`src/rtl/mpg_pkg.sv`:
```
package mpg_pkg;
  localparam int unsigned BYTE_W   = 8;
  localparam int unsigned LANES    = 4;
  localparam int unsigned DATA_W   = LANES * BYTE_W;
  localparam int unsigned ADDR_W   = 32;
  localparam int unsigned OFS_W    = 3;
  // Status byte layout; software decodes these positions.
  localparam int unsigned BIT_PEND = 7;
  localparam int unsigned BIT_IEN  = 6;
  localparam int unsigned BIT_TEST = 5;
  localparam int unsigned BIT_CHK  = 4;
  localparam logic [OFS_W-1:0] OFS_CSR  = 3'd0;
  localparam logic [OFS_W-1:0] OFS_ADDR = 3'd4;

  typedef struct packed {
    logic ien;
    logic test;
    logic chk;
  } mpg_ctrl_t;
endpackage

```
`src/rtl/mpg_par_gen.sv`:
```
module mpg_par_gen
  import mpg_pkg::*;
#(
  parameter int unsigned N_LANES = LANES
) (
  input  logic [N_LANES*BYTE_W-1:0] data,
  input  logic                      invert,
  output logic [N_LANES-1:0]        par
);
  for (genvar g = 0; g < N_LANES; g++) begin : g_lane
    // Odd parity: set the bit when the byte holds an even count of ones.
    assign par[g] = ~(^data[g*BYTE_W +: BYTE_W]) ^ invert;
  end
endmodule

```
`src/rtl/mpg_par_chk.sv`:
```
module mpg_par_chk
  import mpg_pkg::*;
#(
  parameter int unsigned N_LANES = LANES
) (
  input  logic                      valid,
  input  logic                      enable,
  input  logic [N_LANES*BYTE_W-1:0] data,
  input  logic [N_LANES-1:0]        par,
  output logic [N_LANES-1:0]        bad
);
  for (genvar g = 0; g < N_LANES; g++) begin : g_lane
    assign bad[g] = valid & enable & ~(^{par[g], data[g*BYTE_W +: BYTE_W]});
  end
endmodule

```
`src/rtl/mpg_capture.sv`:
```
module mpg_capture
  import mpg_pkg::*;
#(
  parameter int unsigned N_LANES = LANES,
  parameter int unsigned A_W     = ADDR_W
) (
  input  logic               clk,
  input  logic               rst_n,
  input  logic               csr_wr,
  input  mpg_ctrl_t          ctrl_d,
  input  logic [N_LANES-1:0] bad,
  input  logic [A_W-1:0]     addr,
  output mpg_ctrl_t          ctrl_q,
  output logic [N_LANES-1:0] flags_q,
  output logic [A_W-1:0]     addr_q
);
  logic held;
  assign held = |flags_q;

  always_ff @(posedge clk or negedge rst_n) begin
    if (!rst_n) begin
      ctrl_q  <= '0;
      flags_q <= '0;
      addr_q  <= '0;
    end else if (csr_wr) begin
      ctrl_q  <= ctrl_d;
      flags_q <= '0;
    end else if (!held && (|bad)) begin
      flags_q <= bad;
      addr_q  <= addr;
    end
  end
endmodule

```
`src/rtl/mem_parity_guard.sv`:
```
module mem_parity_guard
  import mpg_pkg::*;
(
  input  logic              clk,
  input  logic              rst_n,
  input  logic [DATA_W-1:0] wr_data,
  output logic [LANES-1:0]  wr_par,
  input  logic              rd_valid,
  input  logic [ADDR_W-1:0] rd_addr,
  input  logic [DATA_W-1:0] rd_data,
  input  logic [LANES-1:0]  rd_par,
  input  logic              reg_wr,
  input  logic [OFS_W-1:0]  reg_addr,
  input  logic [7:0]        reg_wdata,
  output logic [31:0]       reg_rdata,
  output logic              irq
);
  mpg_ctrl_t         ctrl_q, ctrl_d;
  logic [LANES-1:0]  bad, flags_q;
  logic [ADDR_W-1:0] addr_q;
  logic              csr_wr, pending;
  logic              ctl_ien, ctl_test, ctl_chk;
  logic [7:0]        csr_byte;

  assign csr_wr      = reg_wr && (reg_addr == OFS_CSR);
  assign ctrl_d.ien  = reg_wdata[BIT_IEN];
  assign ctrl_d.test = reg_wdata[BIT_TEST];
  assign ctrl_d.chk  = reg_wdata[BIT_CHK];
  assign ctl_ien     = ctrl_q.ien;
  assign ctl_test    = ctrl_q.test;
  assign ctl_chk     = ctrl_q.chk;

  mpg_par_gen #(.N_LANES(LANES)) u_gen (
    .data(wr_data), .invert(ctl_test), .par(wr_par)
  );

  mpg_par_chk #(.N_LANES(LANES)) u_chk (
    .valid(rd_valid), .enable(ctl_chk), .data(rd_data), .par(rd_par), .bad(bad)
  );

  mpg_capture #(.N_LANES(LANES), .A_W(ADDR_W)) u_cap (
    .clk(clk), .rst_n(rst_n), .csr_wr(csr_wr), .ctrl_d(ctrl_d),
    .bad(bad), .addr(rd_addr),
    .ctrl_q(ctrl_q), .flags_q(flags_q), .addr_q(addr_q)
  );

  assign pending  = |flags_q;
  assign csr_byte = {pending, ctl_ien, ctl_test, ctl_chk, flags_q};
  assign irq      = pending & ctl_ien;

  always_comb begin
    unique case (reg_addr)
      OFS_CSR:  reg_rdata = {24'b0, csr_byte};
      OFS_ADDR: reg_rdata = addr_q;
      default:  reg_rdata = '0;
    endcase
  end
endmodule

```
`config.mk`:
```
export PLATFORM = sky130hd
export DESIGN_NAME = mem_parity_guard
export DESIGN_NICKNAME = d
export VERILOG_FILES = /design/src/rtl/mpg_pkg.sv /design/src/rtl/mpg_par_gen.sv /design/src/rtl/mpg_par_chk.sv /design/src/rtl/mpg_capture.sv /design/src/rtl/mem_parity_guard.sv
export SDC_FILE = /design/constraint.sdc
export NUM_CORES = 1
export LEC_CHECK = 0
export ABC_AREA = 1
export BUFFER_PORTS_ARGS = -buffer_cell sky130_fd_sc_hd__clkbuf_2
export CAP_MARGIN = 25
export CORE_MARGIN = 2
export CORE_UTILIZATION = 41
export CTS_CLUSTER_SIZE = 24
export DETAILED_ROUTE_END_ITERATION = 8
export GPL_ROUTABILITY_DRIVEN = 0
export PLACE_DENSITY = 0.69
export SLEW_MARGIN = 20
export SYNTH_ARGS = -nofsm -noshare
export SYNTH_HDL_FRONTEND = slang
export SYNTH_HIERARCHICAL = 1
export SYNTH_SLANG_ARGS = --single-unit
```
`constraint.sdc`:
```
create_clock -name clk -period 1.8 [get_ports clk]
set_input_delay 0.09 -clock clk [delete_from_list [all_inputs] [get_ports clk]]
set_output_delay 0.09 -clock clk [all_outputs]
set_load 0.005 [all_outputs]
```
==> parameters.txt, run 1 <==
Parameter                              Value

Worst setup path
  Kind of end point of the critical path ... register
  Reg2reg start ... u_cap/ctrl_q[0]$_DFFE_PN0P_
  Critical path fanouts, max ... 29
  Slowest stage delay, CP ... ~380 ps
  List of cells traversed by the critical path ... nand2_1, inv_1, nand2_1, nor2_1, nor2_1, nand2_1, nand3_2, buf_12, nand2_1, nand2_1
  Register-to-register path setup slack ... 260 ps
  Number of cell instances on the worst register-to-register path ... 10
  Slowest stage cell on the critical path ... sky130_fd_sc_hd__dfrtp_1
  Most used cell along the critical path ... sky130_fd_sc_hd__nand2_1
  WP data arrival ... 1720 ps
  Kind of launch point of the worst setup path ... register
  Critical path class ... register to register
  Capture point of the worst reg-to-reg path ... u_cap/addr_q[7]$_DFFE_PN0P_
  Data required time at the worst endpoint ... 1980 ps

Run status
  Result of the run ... finished clean

Clock network
  Total number of H-tree levels ... 2
  CTS Buffer Depth ... 2
  Clock tree from TritonCTS ... done
  Clock insertion delay at the later pin of the skew report ... about 290 ps
  Clock Pin Slew Worst Setup and Hold Paths ... ~70 ps
  TritonCTS sink count ... 39
  PostCTS Resize Cnt ... 0
  CTS Buf Count ... 5
  Clk root buf ... sky130_fd_sc_hd__clkbuf_8

Power
  Maximum resistive drop on vdd ... between 0.4 and 0.5 mV
  Static leakage ... about 2.9 nW
  Power, Total ... ~4.3 mW
  Areal power density over the cells ... approximately 990 nW/um^2

Cells and area
  Combined area of the multi-input logic cells ... 1880 um^2
  Final instance area ... between 4000 and 5000 um^2
  Diode count ... 0
  Area Growth Syn to Fin ... 27.2%
  FF+latch area ... ~980 um^2
  Share of post-route cells with drive strength above 1 ... between 20% and 30%
  Utilization after layout ... 53.1%
  Total of fill cells in the finished design ... 854
  Final nets ... approximately 860
  Leading cell type in the layout, fill and taps excluded ... sky130_fd_sc_hd__nand2_1
  Most frequent cells in the layout ... sky130_fd_sc_hd__nand2_1 (308), sky130_fd_sc_hd__clkbuf_2 (146), sky130_fd_sc_hd__inv_1 (95)
  Final instance count without filler cells ... roughly 850

Timing
  Total count of max-transition violations in the final report ... 0
  Maximum frequency from static timing analysis ... 650 MHz
  Final Critical Period ... roughly 1500 ps
  Endpoints failing setup ... 0
  Accumulated negative setup slack ... 0 ps
  Ratio of final minimum period to clock period ... 85.5%
  Normalized max-slew margin ... approximately 55%
  RSZ-0062 raised after global routing ... false
  Worst-margin pin slew ... 671 ps
  Post-Route Skew ... 2.89 ps
  Hold violation total from the final report ... 0

GRT
  Maximum number of pins on one net before global-route repair ... 31
  Overall Global Routing Usage ... 19.6%
  Wire length of the first global-routing pass ... 14.4 mm
  Number of global-route vias before repair ... 3650
  Sum of overflow across all layers after global routing ... 0
  Number of antenna violations at the first check in global routing ... 0

Floorplan
  Core Box Area ... about 8000 um^2
  Area of the die ... around 9000 um^2
  Die Width ... about 95 um
  Vertical die dimension ... approximately 95 um
  # rows ... 33
  Effective utilization at floorplan ... between 40% and 50%
  Io pins ... 152

Hold path
  Hold Startpoint ... reg_wdata[6]
  Cells on Worst Hold Path ... 3
  Hold/Removal Path Class ... input port to register
  WHS Endpoint ... u_cap/ctrl_q[2]$_DFFE_PN0P_

Place
  Port Buf Inserts ... 146
  Final HPWL DP ... just under 7 mm
  Post-placement cell count ... about 840
  Total placed instance area ... 4170 um^2

Logic synthesis
  Average footprint of a synthesized cell ... 5.71 um^2
  Seq/Total Area, Yosys ... between 20% and 30%
  Library cells used by synthesis ... 20
  Combinational family with the most area after synthesis ... simple AND/OR/NAND/NOR gates
  Netlist area before placement ... ~3400 um^2
  Fraction of synthesized cell area in xor and xnor cells ... 2.84%
  Basic-gate share of the synthesized area counting and, or, nand and nor cells ... 51.6%
  Synthesis-stage register bit count ... 39
  Post-synthesis mux area share ... 0%
  Synthesized instance count ... just under 600
  Share of the synthesized area in compound gates (AO/OA/AOI/OAI) ... less than 1%
  Adder-cell share of the synthesized area ... 0%
  Yosys synthesis warning count ... 6
  Syn Nets ... just over 700

Route
  Vias post-DR ... a little under 4000
  ANT nets after route ... 0
  Amount of wire on met3 after detailed routing ... 618 um
  Sum of met2 wire segment lengths after detailed routing ... about 4.3 mm
  Length of routed wiring on met1 ... between 3 and 4 mm
  First-pass iteration count of the detailed router ... 4
  DRC marker count from the first detailed-route iteration ... 131
  Final wirelength ... 8.54 mm
  Number of vias per cell after detailed routing ... ~4.6
  Top layer reached by signal wires ... met4
  Average wire per standard cell ... 10.1 um
  Drc violations ... 0

Flow run
  MaxCap Viol Count ... 0
## power by group
part / total (mW) / switching, mW / internal (mW)
Sequential: 1.50 / 0.235 / 1.26
Combinational: 1.91 / 1.20 / 0.714
Clock: 0.859 / 0.305 / 0.554
## registers in the layout, summed over array words and instances (netlist names)
register       cells
u_cap/ctrl_q       3
u_cap/flags_q      4
u_cap/addr_q      32
## how the worst max path moves through the flow
stage / startpoint / end / cells after the start
2_1_floorplan: rd_data[19] / u_cap/addr_q[10]$_DFFE_PN0P_ / 16
3_3_place_gp: rd_data[4] / u_cap/addr_q[2]$_DFFE_PN0P_ / 16
3_5_place_dp: rd_data[4] / u_cap/addr_q[25]$_DFFE_PN0P_ / 16
4_1_cts: u_cap/ctrl_q[0]$_DFFE_PN0P_ / u_cap/addr_q[2]$_DFFE_PN0P_ / 10
5_1_grt: u_cap/ctrl_q[0]$_DFFE_PN0P_ / u_cap/addr_q[10]$_DFFE_PN0P_ / 10
6_report: u_cap/ctrl_q[0]$_DFFE_PN0P_ / u_cap/addr_q[7]$_DFFE_PN0P_ / 10
## logic make-up (layout without fill, tap and decap cells)
| logic type | after synthesis | after routing |
|---|---|---|
| and+or+nand+nor | 421 | 421 |
| AOI/OAI and AO/OA | 5 | 5 |
| DFF | 39 | 39 |
| buffers and inverters | 119 | 265 |
| xor gates and xnor gates | 11 | 11 |
## cell type report
| type | instances | share of cell area, % |
|---|---|---|
| repair buffers | 157 | 19.2 |
| multi-input cells | 437 | 43.4 |
| flip-flops and latches | 39 | 22.6 |
| clock buffers | 6 | 1.68 |
| clock inverters | 2 | 1.39 |
| inverters | 100 | 8.69 |
| well taps | 105 | 3.04 |
## per-stage QoR
step	worst slack (ps)	hold WS [ps]
6_report	261	12.2
3_3_place_gp	175	150
2_1_floorplan	440	-206
5_1_grt	72.7	20.1
4_1_cts	250	3.36
3_5_place_dp	122	157
## metal layers
metal  track usage, %  vias to the layer above
li1                 -                     2084
met1             21.9                     1725
met2             37.5                      105
met3             4.19                        9
met4             4.83                        0
met5                0                        -
## cells in the mapped netlist
cell type | count | share of area, %
sky130_fd_sc_hd__nand3b_1 | 1 | 0.22
sky130_fd_sc_hd__dfrtp_1 | 39 | 29
sky130_fd_sc_hd__nand2_2 | 2 | 0.37
sky130_fd_sc_hd__nand3_1 | 32 | 4.7
sky130_fd_sc_hd__o21ai_0 | 1 | 0.15
sky130_fd_sc_hd__nand3_2 | 2 | 0.59
sky130_fd_sc_hd__a21oi_1 | 4 | 0.59
sky130_fd_sc_hd__buf_2 | 7 | 1.0
sky130_fd_sc_hd__nand2_1 | 308 | 34
sky130_fd_sc_hd__nor2_1 | 37 | 4.1
sky130_fd_sc_hd__buf_6 | 6 | 2.0
sky130_fd_sc_hd__xor2_1 | 5 | 1.3
sky130_fd_sc_hd__xnor2_1 | 6 | 1.5
sky130_fd_sc_hd__buf_4 | 3 | 0.66
sky130_fd_sc_hd__nand4_1 | 36 | 6.6
sky130_fd_sc_hd__nor2_4 | 2 | 0.66
sky130_fd_sc_hd__nand2_4 | 1 | 0.33
sky130_fd_sc_hd__inv_1 | 95 | 10
sky130_fd_sc_hd__inv_2 | 5 | 0.55
sky130_fd_sc_hd__buf_8 | 3 | 1.3
## repair_timing
item,CTS,global route
setup buffers,0,0
hold buffers,2,0
endpoints found under the hold margin,25,0
## worst max-delay path: cells and delay by family, from the launching register on
family	cells	cell delay [ps]
flops	1	380
simple gates	8	740
buf+inv	2	310
Power figures use the tool's default switching activity.
==> run 2: changes to the inputs <==
--- a/config.mk
+++ b/config.mk
@@ -6,14 +6,14 @@
 export NUM_CORES = 1
 export LEC_CHECK = 0
 export ABC_AREA = 1
-export BUFFER_PORTS_ARGS = -buffer_cell sky130_fd_sc_hd__clkbuf_2
 export CAP_MARGIN = 25
 export CORE_MARGIN = 2
 export CORE_UTILIZATION = 41
 export CTS_CLUSTER_SIZE = 24
 export DETAILED_ROUTE_END_ITERATION = 8
+export DONT_BUFFER_PORTS = 1
 export GPL_ROUTABILITY_DRIVEN = 0
-export PLACE_DENSITY = 0.69
+export PLACE_DENSITY = 0.61
 export SLEW_MARGIN = 20
 export SYNTH_ARGS = -nofsm -noshare
 export SYNTH_HDL_FRONTEND = slang
==> constraint.sdc (replaced) <==
create_clock -name clk -period 1.3 [get_ports clk]
set_input_delay 0.065 -clock clk [delete_from_list [all_inputs] [get_ports clk]]
set_output_delay 0.065 -clock clk [all_outputs]
set_load 0.005 [all_outputs]
==> parameters.txt, run 2 (synthesis gave the netlist of run 1 again) <==
Parameter                              Value

Clock network
  Clock Pin Slew Worst Setup and Hold Paths ... 70 ps (about the same)
  Clk root buf ... sky130_fd_sc_hd__clkbuf_8
  TritonCTS sink count ... 39 (unchanged)
  Clock tree from TritonCTS ... done
  Clock insertion delay at the later pin of the skew report ... 300 ps (about the same)
  Total number of H-tree levels ... 2 (unchanged)
  CTS Buffer Depth ... 2 (unchanged)
  CTS Buf Count ... 5 (unchanged)

Route
  Average wire per standard cell ... 11.8 um (+17%)
  Drc violations ... 0 (unchanged)
  DRC marker count from the first detailed-route iteration ... 101 (-23%)
  Number of vias per cell after detailed routing ... 4.86 (+4.9%)
  Final wirelength ... 8.82 mm (+3.3%)
  First-pass iteration count of the detailed router ... 4 (unchanged)
  Vias post-DR ... 3639 (-7.2%)
  ANT nets after route ... 0 (unchanged)

Worst setup path
  Most used cell along the critical path ... sky130_fd_sc_hd__nand2_2
  Reg2reg start ... u_cap/ctrl_q[0]$_DFFE_PN0P_
  Critical path fanouts, max ... 20 (-31%)
  Slowest stage delay, CP ... 370 ps (about the same)
  Slowest stage cell on the critical path ... sky130_fd_sc_hd__dfrtp_1
  Critical path class ... register to register
  List of cells traversed by the critical path ... nand2_2, inv_2, nand2_2, nor2_2, nor2_1, nand2_2, nand3_4, buf_12, nand2_1, nand2_1
  Data required time at the worst endpoint ... 1480 ps (-500 ps)
  WP data arrival ... 1570 ps (-150 ps)
  Kind of end point of the critical path ... register
  Worst setup path startpoint ... u_cap/ctrl_q[0]$_DFFE_PN0P_
  Kind of launch point of the worst setup path ... register

Timing
  Normalized max-slew margin ... 78.3% (+23 points)
  Maximum frequency from static timing analysis ... 720 MHz (+11%)
  Worst-margin pin slew ... 322 ps (-349 ps)
  Final Critical Period ... 1390 ps (-151 ps)
  Hold violation total from the final report ... 0 (unchanged)
  Total count of max-transition violations in the final report ... 0 (unchanged)
  RSZ-0062 raised after global routing ... true
  Smallest hold slack ... 126 ps (+114 ps)
  Post-Route Skew ... 7.32 ps (+4.43 ps)
  Ratio of final minimum period to clock period ... 107% (+21 points)
  Final worst setup slack ... -88.2 ps (-349 ps)
  Endpoints failing setup ... 38 (+38)

Floorplan
  Core Box Area ... 8130 um^2 (unchanged)
  Io pins ... 152 (unchanged)
  # rows ... 33 (unchanged)
  Effective utilization at floorplan ... 41.8% (unchanged)
  Area of the die ... 9030 um^2 (unchanged)
  Vertical die dimension ... 95.0 um (unchanged)
  Die Width ... 95.0 um (unchanged)

Cells and area
  Leading cell type in the layout, fill and taps excluded ... sky130_fd_sc_hd__nand2_1
  Flip-flop count of the largest register, all copies and words added ... 32 (unchanged)
  Share of post-route cells with drive strength above 1 ... 12.6% (-11 points)
  Most frequent cells in the layout ... sky130_fd_sc_hd__nand2_1 (282), sky130_fd_sc_hd__inv_1 (94), sky130_fd_sc_hd__dfrtp_1 (38)
  Total of fill cells in the finished design ... 869 (+1.8%)
  Final instance area ... 4210 um^2 (-2.7%)
  Largest register by flop count ... u_cap/addr_q
  Area Growth Syn to Fin ... 23.8%
  Final instance count without filler cells ... 748 (-12%)
  Diode count ... 0 (unchanged)
  Utilization after layout ... 51.7% (-1.4 points)
  Final nets ... 757 (-11%)
  Leading registers by flop count ... u_cap/addr_q: 32 flops, u_cap/flags_q: 4 flops, u_cap/ctrl_q: 3 flops

Place
  Total placed instance area ... 3510 um^2 (-16%)
  Final HPWL DP ... 6.51 mm (-4.1%)
  Port Buf Inserts ... 0 (-100%)
  Post-placement cell count ... 699 (-16%)

Hold path
  Hold Startpoint ... reg_wr
  Hold/Removal Path Class ... input port to register

Power
  Areal power density over the cells ... 1470 nW/um^2 (+49%)
  Static leakage ... 2.53 nW (-13%)
  Maximum resistive drop on vdd ... 0.766 mV (+84%)
  Power, Total ... 6.19 mW (+45%)

GRT
  Maximum number of pins on one net before global-route repair ... 40 (+29%)
  Overall Global Routing Usage ... 19.6% (about the same)
  Number of antenna violations at the first check in global routing ... 0 (unchanged)
  Number of global-route vias before repair ... 3477 (-4.7%)
  Sum of overflow across all layers after global routing ... 0 (unchanged)
  Wire length of the first global-routing pass ... 14.3 mm (-0.96%)

Flow run
  MaxCap Viol Count ... 0 (unchanged)

Run status
  Result of the run ... finished, violations left
  Failing checks ... negative setup slack
[run 2: critical path, delay by kind of cell (launching register included)]
kind,cells,cell delay [ps]
flops,1,370
simple gates,8,660
buf+inv,2,250
[run 2: area by class of cell]
cell class / count / area (um^2) / area share [%]
Multi-Input combinational cell: 437 / 2010 / 47.8
Sequential cell: 39 / 977 / 23.2
Timing Repair Buffer: 59 / 573 / 13.6
Inverter: 100 / 380 / 9.04
Tap cell: 105 / 131 / 3.12
Clock buffer: 6 / 72.6 / 1.73
Clock inverter: 2 / 60.1 / 1.43
[run 2: worst paths after layout]
check                                               endpoint  slack, ps  depth (start not counted)
min in group asynchronous       u_cap/addr_q[11]$_DFFE_PN0P_        210                          2
worst min-delay path             u_cap/ctrl_q[1]$_DFFE_PN0P_        130                          5
max in group asynchronous        u_cap/ctrl_q[1]$_DFFE_PN0P_        880                          2
worst min register to register  u_cap/addr_q[15]$_DFFE_PN0P_        470                          2
worst max-delay path             u_cap/addr_q[5]$_DFFE_PN0P_        -90                         10
worst max register to register   u_cap/addr_q[5]$_DFFE_PN0P_        -90                         10
[run 2: routing by layer]
metal / vias up / share of wire (%) / global-route usage [%] / wire, um
met2: 102 / 52 / 37.2 / 4600
met4: 0 / 2.0 / 6.04 / 175
met5: - / 0 / 0 / 0
met1: 1645 / 40 / 21.9 / 3490
met3: 16 / 6.3 / 3.72 / 558
li1: 1876 / - / - / -
[run 2: metrics by stage]
step	setup TNS, ps	setup slack, ps
after detailed placement	-7180	-242
after global placement	-4610	-154
after floorplan	0	9.29
after CTS	-2820	-107
after global routing	-7610	-239
final	-2160	-88.2
[run 2: repair_timing]
action / in CTS / in global routing
endpoints found under the hold margin: 74 / 0
setup endpoints to repair: 40 / 41
hold buffers: 37 / 0
setup buffers: 3 / 0
resized for setup: 28 / 22
pin swaps: 1 / 10
gates cloned: 1 / 0
[run 2: power by group]
| group | leakage [nW] | switching (mW) | total [mW] | internal (mW) |
|---|---|---|---|---|
| clock network | 0.0654 | 0.438 | 1.21 | 0.767 |
| logic | 1.98 | 1.74 | 2.87 | 1.13 |
| registers | 0.488 | 0.361 | 2.12 | 1.75 |
